==> src/rtl/lvl_irq_pkg.sv <==
package lvl_irq_pkg;
    localparam int BUS_W     = 32;
    localparam int ADDR_W    = 8;
    localparam int CH_MAX    = 16;

    localparam logic [ADDR_W-1:0] OFS_LEVEL = 8'h00;
    localparam logic [ADDR_W-1:0] OFS_VMASK = 8'h04;
    localparam logic [ADDR_W-1:0] OFS_POL   = 8'h14;
    localparam logic [ADDR_W-1:0] OFS_IEN   = 8'h18;
    localparam logic [ADDR_W-1:0] OFS_RAW   = 8'h1C;
    localparam logic [ADDR_W-1:0] OFS_MSK   = 8'h20;
    localparam logic [ADDR_W-1:0] OFS_CLR   = 8'h24;
    localparam logic [ADDR_W-1:0] OFS_ARM   = 8'h28;
    localparam logic [ADDR_W-1:0] OFS_CFG   = 8'h40;

    typedef enum logic {
        CH_IDLE = 1'b0,
        CH_RUN  = 1'b1
    } ch_state_e;

    function automatic logic [ADDR_W-1:0] cfg_addr(input int idx);
        return OFS_CFG + ADDR_W'(idx * 4);
    endfunction
endpackage

==> src/rtl/lvl_irq_tick.sv <==
module lvl_irq_tick #(
    parameter int DIV = 50000
) (
    input  logic clk,
    input  logic rst,
    output logic tick
);
    localparam int CW = (DIV > 1) ? $clog2(DIV) : 1;
    localparam logic [CW-1:0] LAST = CW'(DIV - 1);

    logic [CW-1:0] cnt_q;

    always_ff @(posedge clk) begin
        if (rst) begin
            cnt_q <= '0;
        end else if (cnt_q == LAST) begin
            cnt_q <= '0;
        end else begin
            cnt_q <= cnt_q + 1'b1;
        end
    end

    assign tick = (cnt_q == LAST);

    generate
        if (DIV > 1) begin : g_tick_chk

            tick_single_chk: assert property (@(posedge clk) disable iff (rst)
                tick |=> !tick);
        end
    endgenerate
endmodule

==> src/rtl/lvl_irq_sync.sv <==
module lvl_irq_sync #(
    parameter int W = 16
) (
    input  logic         clk,
    input  logic         rst,
    input  logic [W-1:0] d_async,
    output logic [W-1:0] q_sync
);
    logic [W-1:0] meta_q;
    logic [W-1:0] stab_q;

    always_ff @(posedge clk) begin
        if (rst) begin
            meta_q <= '0;
            stab_q <= '0;
        end else begin
            meta_q <= d_async;
            stab_q <= meta_q;
        end
    end

    assign q_sync = stab_q;


    sync_delay_chk: assert property (@(posedge clk) disable iff (rst)
        $past(meta_q) == stab_q);
endmodule

==> src/rtl/lvl_irq_chan.sv <==
module lvl_irq_chan
    import lvl_irq_pkg::*;
#(
    parameter int DBNC_W = 12
) (
    input  logic              clk,
    input  logic              rst,
    input  logic              tick,
    input  logic              arm,
    input  logic              clr,
    input  logic              lvl,
    input  logic              pol,
    input  logic [DBNC_W-1:0] dbnc,
    output logic              raw,
    output logic              busy
);
    ch_state_e         st_q;
    logic [DBNC_W-1:0] cnt_q;
    logic              raw_q;
    logic              active;
    logic              hit;

    assign active = (lvl == pol);
    assign hit    = (st_q == CH_RUN) && !arm && active && (cnt_q >= dbnc);

    always_ff @(posedge clk) begin
        if (rst) begin
            st_q  <= CH_IDLE;
            cnt_q <= '0;
        end else if (arm) begin
            st_q  <= CH_RUN;
            cnt_q <= '0;
        end else if (st_q == CH_RUN) begin
            if (!active || hit) begin
                st_q  <= CH_IDLE;
                cnt_q <= '0;
            end else if (tick) begin
                cnt_q <= cnt_q + 1'b1;
            end
        end
    end

    always_ff @(posedge clk) begin
        if (rst) begin
            raw_q <= 1'b0;
        end else if (hit) begin
            raw_q <= 1'b1;
        end else if (clr) begin
            raw_q <= 1'b0;
        end
    end

    assign raw  = raw_q;
    assign busy = (st_q == CH_RUN);


    drop_abort_chk: assert property (@(posedge clk) disable iff (rst)
        (busy && !arm && !active) |=> !busy);


    latch_needs_arm_chk: assert property (@(posedge clk) disable iff (rst)
        $rose(raw) |-> $past(busy));


    clear_cause_chk: assert property (@(posedge clk) disable iff (rst)
        $fell(raw) |-> $past(clr));


    count_step_chk: assert property (@(posedge clk) disable iff (rst)
        (busy && $past(busy) && !$past(arm)) |->
            ((cnt_q == $past(cnt_q)) || (cnt_q == $past(cnt_q) + 1'b1)));
endmodule

==> src/rtl/lvl_irq_ctrl.sv <==
module lvl_irq_ctrl
    import lvl_irq_pkg::*;
#(
    parameter int NCH        = 16,
    parameter int CLK_PER_MS = 50000,
    parameter int DBNC_W     = 12
) (
    input  logic              clk,
    input  logic              rst,
    input  logic [ADDR_W-1:0] bus_addr,
    input  logic              bus_we,
    input  logic [BUS_W-1:0]  bus_wdata,
    output logic [BUS_W-1:0]  bus_rdata,
    input  logic [NCH-1:0]    pin_in,
    output logic              irq_out
);
    logic [NCH-1:0]    lvl_s;
    logic              tick;
    logic [NCH-1:0]    pol_q, ien_q, vmask_q;
    logic [DBNC_W-1:0] cfg_q [NCH];
    logic [NCH-1:0]    raw_v, busy_v, arm_p, clr_p, msk_v;

    lvl_irq_sync #(.W(NCH)) u_sync (
        .clk(clk), .rst(rst), .d_async(pin_in), .q_sync(lvl_s)
    );

    lvl_irq_tick #(.DIV(CLK_PER_MS)) u_tick (
        .clk(clk), .rst(rst), .tick(tick)
    );

    assign arm_p = (bus_we && bus_addr == OFS_ARM) ? bus_wdata[NCH-1:0] : '0;
    assign clr_p = (bus_we && bus_addr == OFS_CLR) ? bus_wdata[NCH-1:0] : '0;

    always_ff @(posedge clk) begin
        if (rst) begin
            pol_q   <= '0;
            ien_q   <= '0;
            vmask_q <= '0;
        end else if (bus_we) begin
            if (bus_addr == OFS_POL)   pol_q   <= bus_wdata[NCH-1:0];
            if (bus_addr == OFS_IEN)   ien_q   <= bus_wdata[NCH-1:0];
            if (bus_addr == OFS_VMASK) vmask_q <= bus_wdata[NCH-1:0];
        end
    end

    generate
        for (genvar g = 0; g < NCH; g++) begin : g_ch
            always_ff @(posedge clk) begin
                if (rst) begin
                    cfg_q[g] <= '0;
                end else if (bus_we && bus_addr == cfg_addr(g)) begin
                    cfg_q[g] <= bus_wdata[DBNC_W-1:0];
                end
            end

            lvl_irq_chan #(.DBNC_W(DBNC_W)) u_chan (
                .clk(clk), .rst(rst), .tick(tick),
                .arm(arm_p[g]), .clr(clr_p[g]),
                .lvl(lvl_s[g]), .pol(pol_q[g]), .dbnc(cfg_q[g]),
                .raw(raw_v[g]), .busy(busy_v[g])
            );
        end
    endgenerate

    assign msk_v   = raw_v & ien_q;
    assign irq_out = |msk_v;

    always_comb begin
        bus_rdata = '0;
        case (bus_addr)
            OFS_LEVEL: bus_rdata = BUS_W'(lvl_s & vmask_q);
            OFS_VMASK: bus_rdata = BUS_W'(vmask_q);
            OFS_POL:   bus_rdata = BUS_W'(pol_q);
            OFS_IEN:   bus_rdata = BUS_W'(ien_q);
            OFS_RAW:   bus_rdata = BUS_W'(raw_v);
            OFS_MSK:   bus_rdata = BUS_W'(msk_v);
            default: begin
                for (int n = 0; n < NCH; n++) begin
                    if (bus_addr == cfg_addr(n)) bus_rdata = BUS_W'(cfg_q[n]);
                end
            end
        endcase
    end


    irq_needs_enable_chk: assert property (@(posedge clk) disable iff (rst)
        irq_out |-> (|ien_q));


    no_status_idle_chk: assert property (@(posedge clk) disable iff (rst)
        ($rose(raw_v[0])) |-> $past(busy_v[0]));
endmodule

==> config.mk <==
export PLATFORM = sky130hd
export DESIGN_NAME = lvl_irq_ctrl
export DESIGN_NICKNAME = d
export VERILOG_FILES = /design/src/rtl/lvl_irq_pkg.sv /design/src/rtl/lvl_irq_tick.sv /design/src/rtl/lvl_irq_sync.sv /design/src/rtl/lvl_irq_chan.sv /design/src/rtl/lvl_irq_ctrl.sv
export SDC_FILE = /design/constraint.sdc
export NUM_CORES = 1
export LEC_CHECK = 0
export ABC_AREA = 1
export BUFFER_PORTS_ARGS = -buffer_cell sky130_fd_sc_hd__buf_2
export CELL_PAD_IN_SITES_DETAIL_PLACEMENT = 0
export CELL_PAD_IN_SITES_GLOBAL_PLACEMENT = 1
export CORE_UTILIZATION = 47
export DETAILED_ROUTE_END_ITERATION = 10
export PLACE_DENSITY = 0.8
export SETUP_SLACK_MARGIN = 0.1
export SLEW_MARGIN = 30
export SYNTH_ARGS = -nofsm -noshare
export SYNTH_HDL_FRONTEND = slang
export SYNTH_HIERARCHICAL = 1
export SYNTH_SLANG_ARGS = --single-unit
==> constraint.sdc <==
create_clock -name clk -period 4.75 [get_ports clk]
set_input_delay 0.95 -clock clk [delete_from_list [all_inputs] [get_ports clk]]
set_output_delay 0.95 -clock clk [all_outputs]
set_load 0.1 [all_outputs]
==> metrics, run 1 <==
routability cong.=0.938; CTS clk-pin slew, worst paths=0.06 ns; power density over the cells=285 nW/um^2; initial core utilization=0.477; # setup viols final=0; Post-DP HPWL=71.2 mm; crit-path max FO=26; sequential fraction of the synthesis area=0.370; cts hold-fix bufs=0; Top Ports=92; outcome=complete, no violations; Mapped Cells=4613; CTS buffer count=60; startpoint types=input port; Post-synth EDFFs=192; vias after detailed routing=29221; Die ar.=71000 um^2; worst slew pin tran=0.905 ns; flop-to-flop setup slack=2.17 ns; unique cell type count in the Yosys netlist=45; clock share of power=0.476; Final Core Density=0.525; routed wire length=98.3 mm; FP Rows=96; Syn Area/Cell=7.13 um^2; Syn-to-layout area delta=10.1%; synth warn=6; top cell type's share of synthesized area=0.195; DIE WIDTH=266 um; Synth Register Bits=512; Worst Hold Class=reg2reg; Hold Path Origin=u_sync/meta_q[5]$_SDFF_PP0_; Slew Viols, Final=0; Worst EP required=3.80 ns; Die H=266 um; Root Driver=clkbuf_16; largest net degree at the start of global routing=64; RSZ-0062 raised after global routing=false; initial antenna violation count=0; number of global-route vias before repair=26535; final worst path period need=4.50 ns; max_cap viols=0; Antenna Cells=0; Cell Int Power=7.70 mW; Worst R2R End=g_ch[11].u_chan/cnt_q[10]$_SDFFE_PP0P_; TritonCTS clock tree=done; Comb pwr share=0.063; switch share=0.255; wire length of the first global-routing pass=153 mm; final hold viol count=0; Layout Nets=4921; global route overflow=0; post-route antenna net violation count=0; Via density=5.19; DRT Pass-1 Iters=6; R2R depth=11; worst setup path class=in2out; Post-CTS Repair Setup Buffers=0; f_max=222 MHz; Synth area leader=dfxtp_1; Tot GR Track Use=0.276; Longest Clk Path Bufs=3; Hold EP=u_sync/q_sync[5]$_SDFF_PP0_; NetSw=2.63 mW; Post-synth ARST share=0; Fin Setup TNS=0 ns; Worst R2R Start=u_tick/cnt_q[0]$_SDFF_PP0_; DRC viols=0; clk_lat worst skew=0.65 ns; Hold Crit Depth=2; share of cells above drive strength 1=0.0901; DRT iter0 DRCs=2430; Pleak=16.5 nW; max_slew headroom=0.395; Synth area leaders=dfxtp_1, edfxtp_1, nand2_1; htree depth=2; post_cts resized=0; Core Area=68900 um^2; Tcrit/Tclk final=0.947; wire length per cell=17.4 um; total clock sinks=512; Flop pwr share=0.461; critical path capture point type=output port; Netlist Area Pre-Place=32900 um^2; Clock Skew=0.0210 ns; IO buf count=59; main flop type after synthesis=dfxtp_1; Worst Path Arrival=3.55 ns; VDD IR-drop max=281 uV
state kept, by name, summed over array words and instances, names as in the netlist:
register,flops
cfg_q,192
g_ch.u_chan/cnt_q,192
g_ch.u_chan/busy,16
g_ch.u_chan/raw,16
ien_q,16
pol_q,16
u_sync/meta_q,16
u_sync/q_sync,16
u_tick/cnt_q,16
vmask_q,16
cell usage after synthesis (23+ instances only):
library cell / instances
inv_2: 23
buf_2: 38
a21oi_1: 204
inv_1: 718
nor2_1: 688
nand3_2: 48
dfxtp_1: 320
clkbuf_1: 48
nand3_1: 389
nand4_1: 80
edfxtp_1: 192
nand3b_1: 64
nor2_2: 54
nand2_2: 50
nand2_1: 1062
o21ai_0: 77
ha_1: 209
buf_4: 36
nor3_1: 66
o21bai_1: 30
xor2_1: 69
layout by cell type (no fill, tap or decap), types with 64 or more instances in the layout:
master,n
o21ai_0,76
nor2_1,686
nand4_1,80
xor2_1,69
a21oi_1,204
nand3b_1,64
nor3_1,66
edfxtp_1,192
ha_1,209
dfxtp_1,320
inv_1,718
nand3_1,389
nand2_1,1061
cell type report:
type / count / area, um^2
clock inverters: 37 / 444
well taps: 931 / 1160
multi-input cells: 3214 / 17000
clock buffers: 76 / 1640
repair buffers: 108 / 903
flip-flops and latches: 512 / 12200
fillers: 6936 / 32700
inverters: 757 / 2850
cell families (layout without fill, tap and decap cells):
logic type / count (synthesis) / in the layout / synth area share
other cells: 1 / 16 / 0.000114
fa+ha+maj: 209 / 209 / 0.0795
xor+xnor: 102 / 102 / 0.0360
flops: 512 / 512 / 0.370
compound gates: 344 / 344 / 0.0576
buf+inv: 902 / 978 / 0.114
simple gates: 2543 / 2543 / 0.343
power by group through the flow:
stage | logic [mW] | registers, mW | clock network, mW
2_1_floorplan | 0.448 | 4.79 | 0
3_3_place_gp | 0.636 | 4.85 | 0
3_5_place_dp | 0.642 | 4.85 | 0
4_1_cts | 0.646 | 4.76 | 5.00
5_1_grt | 0.714 | 4.76 | 5.16
6_report | 0.651 | 4.76 | 4.92
per-layer routing:
metal | part of all wire | wire, um | global-route usage | vias to the layer above
met5 | 0 | 0 | 0 | -
met3 | 0.080 | 7840 | 0.0377 | 131
met2 | 0.42 | 41600 | 0.414 | 993
li1 | - | - | - | 14730
met4 | 0.020 | 1950 | 0.0626 | 0
met1 | 0.48 | 46900 | 0.414 | 13367
worst max-delay path, stage by stage:
cell,delay (ns)
buf_2,0.10
nand2_1,0.32
nor2_4,0.09
buf_4,0.23
nand3_1,0.11
nand2_1,0.05
nor2_1,0.15
nand4_1,0.18
nand2_1,0.13
nand4_1,0.13
nor2_1,0.22
nand4_1,0.11
nor2_1,0.22
nand3_1,0.28
buf_12,0.26
worst max-delay path by stage:
stage / startpoint / endpoint / slack, ns / cells past startpoint
after global routing: bus_addr[7] / bus_rdata[9] / 0.11 / 16
final: bus_addr[6] / bus_rdata[5] / 0.25 / 15
after CTS: bus_addr[7] / bus_rdata[9] / 0.34 / 16
after global placement: bus_addr[7] / bus_rdata[9] / 0.37 / 16
after detailed placement: bus_addr[7] / bus_rdata[9] / 0.35 / 16
after floorplan: bus_addr[0] / bus_rdata[12] / 0.45 / 8
per-stage QoR:
stage / hold WS [ns] / total power [mW] / instances / setup slack [ns] / area (um^2)
2_1_floorplan: 0.388 / 5.23 / 4628 / 0.450 / 32900
3_3_place_gp: 0.394 / 5.49 / 5522 / 0.372 / 34100
3_5_place_dp: 0.393 / 5.49 / 5522 / 0.352 / 34100
4_1_cts: 0.402 / 10.4 / 5635 / 0.343 / 36200
5_1_grt: 0.413 / 10.6 / 5635 / 0.111 / 36200
6_report: 0.401 / 10.3 / 5635 / 0.252 / 36200
(Power assumes the default switching activity.)
==> run 2: changes to the inputs <==
Settings changed: CORE_ASPECT_RATIO set to 0.9, SLEW_MARGIN 30 to 20.
==> run 2 against run 1 <==
Compared with the run above: via count shrank 0.78%; sequential power is essentially flat; die area is essentially flat; setup slack gained 0.012 ns; global-route usage grew 0.10 points; clock skew grew 0.019 ns; critical endpoint unchanged.
==> metrics, run 2 (synthesized netlist as in run 1, its figures left out) <==
outcome=complete, no violations; DRT Pass-1 Iters=6 (unchanged); wire length per cell=17.4 um (-0.29%); final hold viol count=0 (unchanged); CP Cell Sequence=buf_2 > inv_2 > nand2_1 > nor2_2 > nand2_2 > or2_2 > nand2_1 > nand4_1 > nor2_1 > nand4_1 > nor2_1 > nand3_1 > buf_12; total power=10.6 mW (+2.5%); critical path capture point type=output port; Placed Area=34100 um^2 (about the same); DRC viols=0 (unchanged); Post-DP HPWL=70.9 mm (-0.33%); largest registers=cfg_q: 192 flops, g_ch.u_chan/cnt_q: 192 flops; Via density=5.15 (-0.74%); TritonCTS clock tree=done; Tcrit/Tclk final=0.944 (-0.00251); startpoint types=input port; max_slew headroom=0.332 (-0.0635); Tot GR Track Use=0.277 (+0.00101); DRT iter0 DRCs=2777 (+14%); Worst EP required=3.80 ns (about the same); Fin Setup TNS=0 ns (unchanged); cts hold-fix bufs=0 (unchanged); f_max=223 MHz (+0.27%); Post-CTS Repair Setup Buffers=0 (unchanged); Syn-to-layout area delta=10.5%; Post-Place Worst Slack=0.359 ns (+0.00737 ns); vias after detailed routing=28994 (-0.78%); CTS clk-pin slew, worst paths=0.06 ns (about the same); initial core utilization=0.477 (about the same); max_cap viols=0 (unchanged); Final WS setup=0.264 ns (+0.0119 ns); FP Rows=91 (-5.2%); largest net degree at the start of global routing=64 (unchanged); Top Ports=92 (unchanged); Die H=253 um (-5.1%); RSZ-0062 raised after global routing=false; total clock sinks=512 (unchanged); Root Driver=clkbuf_16; Bufs and invs on worst path=3 (unchanged); share of cells above drive strength 1=0.0900 (-0.000155); crit-path max FO=24 (-7.7%); Slowest-stage cell, CP=or2_2; Layout Nets=4918 (-0.061%); IO buf count=59 (unchanged); number of global-route vias before repair=26218 (-1.2%); power density over the cells=291 nW/um^2 (+2.1%); Worst Hold Class=reg2reg; Worst Path Arrival=3.54 ns (about the same); CP peak stage delay=0.38 ns (+0.06 ns); most frequent cells in the layout=nand2_1, inv_1, nor2_1, nand3_1, dfxtp_1; DIE WIDTH=281 um (+5.4%); # setup viols final=0 (unchanged); Die ar.=71000 um^2 (about the same); commonest non-fill, non-tap cell in the layout=nand2_1; worst slew pin tran=1.00 ns (+0.0950 ns); VDD IR-drop max=280 uV (-0.20%); wire length of the first global-routing pass=152 mm (-0.19%); Longest Clk Path Bufs=3 (unchanged); initial antenna violation count=2 (+2); CTS buffer count=59 (-1.7%); routability cong.=0.913 (-2.7%); fin area=36300 um^2 (+0.37%); Clock Skew=0.0402 ns (+0.0191 ns); Top delay family on crit path=simple AND/OR/NAND/NOR gates; worst setup path class=in2out; htree depth=2 (unchanged); Core Area=68900 um^2 (about the same); fill count=6813 (-1.8%); post-route antenna net violation count=0 (unchanged); Pleak=16.5 nW (+0.30%); Slew Viols, Final=0 (unchanged); final worst path period need=4.49 ns (-0.0119 ns); routed wire length=97.9 mm (-0.33%); global route overflow=0 (unchanged); clk_lat worst skew=0.66 ns (about the same); post_cts resized=0 (unchanged)
==> run 2: worst register-to-register path: cells and delay by family (launching register included) <==
kind	cells	cell delay, ns
buffers and inverters	3	0.67
DFF	1	0.37
and+or+nand+nor	7	1.24
adders and majority gates	1	0.20
==> run 2: routing by layer <==
metal,up-vias,global-route usage,wire (um)
met5,-,0,0
met3,128,0.0528,8640
met4,0,0.0749,2470
met2,975,0.386,38800
met1,13175,0.426,48100
li1,14716,-,-
==> run 2: final timing paths <==
check,startpoint,endpoint,slack [ns],depth (start not counted)
hold / removal,u_sync/meta_q[13]$_SDFF_PP0_,u_sync/q_sync[13]$_SDFF_PP0_,0.40,2
hold reg to reg,u_sync/meta_q[13]$_SDFF_PP0_,u_sync/q_sync[13]$_SDFF_PP0_,0.40,2
setup / recovery,bus_addr[7],bus_rdata[5],0.26,13
setup reg to reg,u_tick/cnt_q[0]$_SDFF_PP0_,g_ch[7].u_chan/cnt_q[4]$_SDFFE_PP0P_,2.19,11
==> run 2: per-stage QoR <==
stage | hold slack [ns] | instances | utilization
finish | 0.404 | 5633 | 0.527
global route | 0.420 | 5631 | 0.527
CTS | 0.404 | 5631 | 0.527
floorplan | 0.388 | 4628 | -
detailed placement | 0.396 | 5519 | 0.495
global placement | 0.395 | 5519 | 0.495
==> run 2: where the power goes <==
part | switching [mW] | leakage [nW] | internal [mW]
sequential | 0.109 | 4.41 | 4.65
combinational | 0.483 | 11.0 | 0.162
clock | 2.02 | 1.06 | 3.16
==> run 2: layout make-up <==
type / instances / area, um^2 / area share
Multi-Input combinational cell: 3214 / 17000 / 0.469
Sequential cell: 512 / 12200 / 0.335
Inverter: 757 / 2850 / 0.0783
Clock buffer: 66 / 1530 / 0.0422
Tap cell: 930 / 1160 / 0.0320
Timing Repair Buffer: 106 / 888 / 0.0244
Clock inverter: 46 / 692 / 0.0190
Antenna cell: 2 / 5.00 / 0.000138
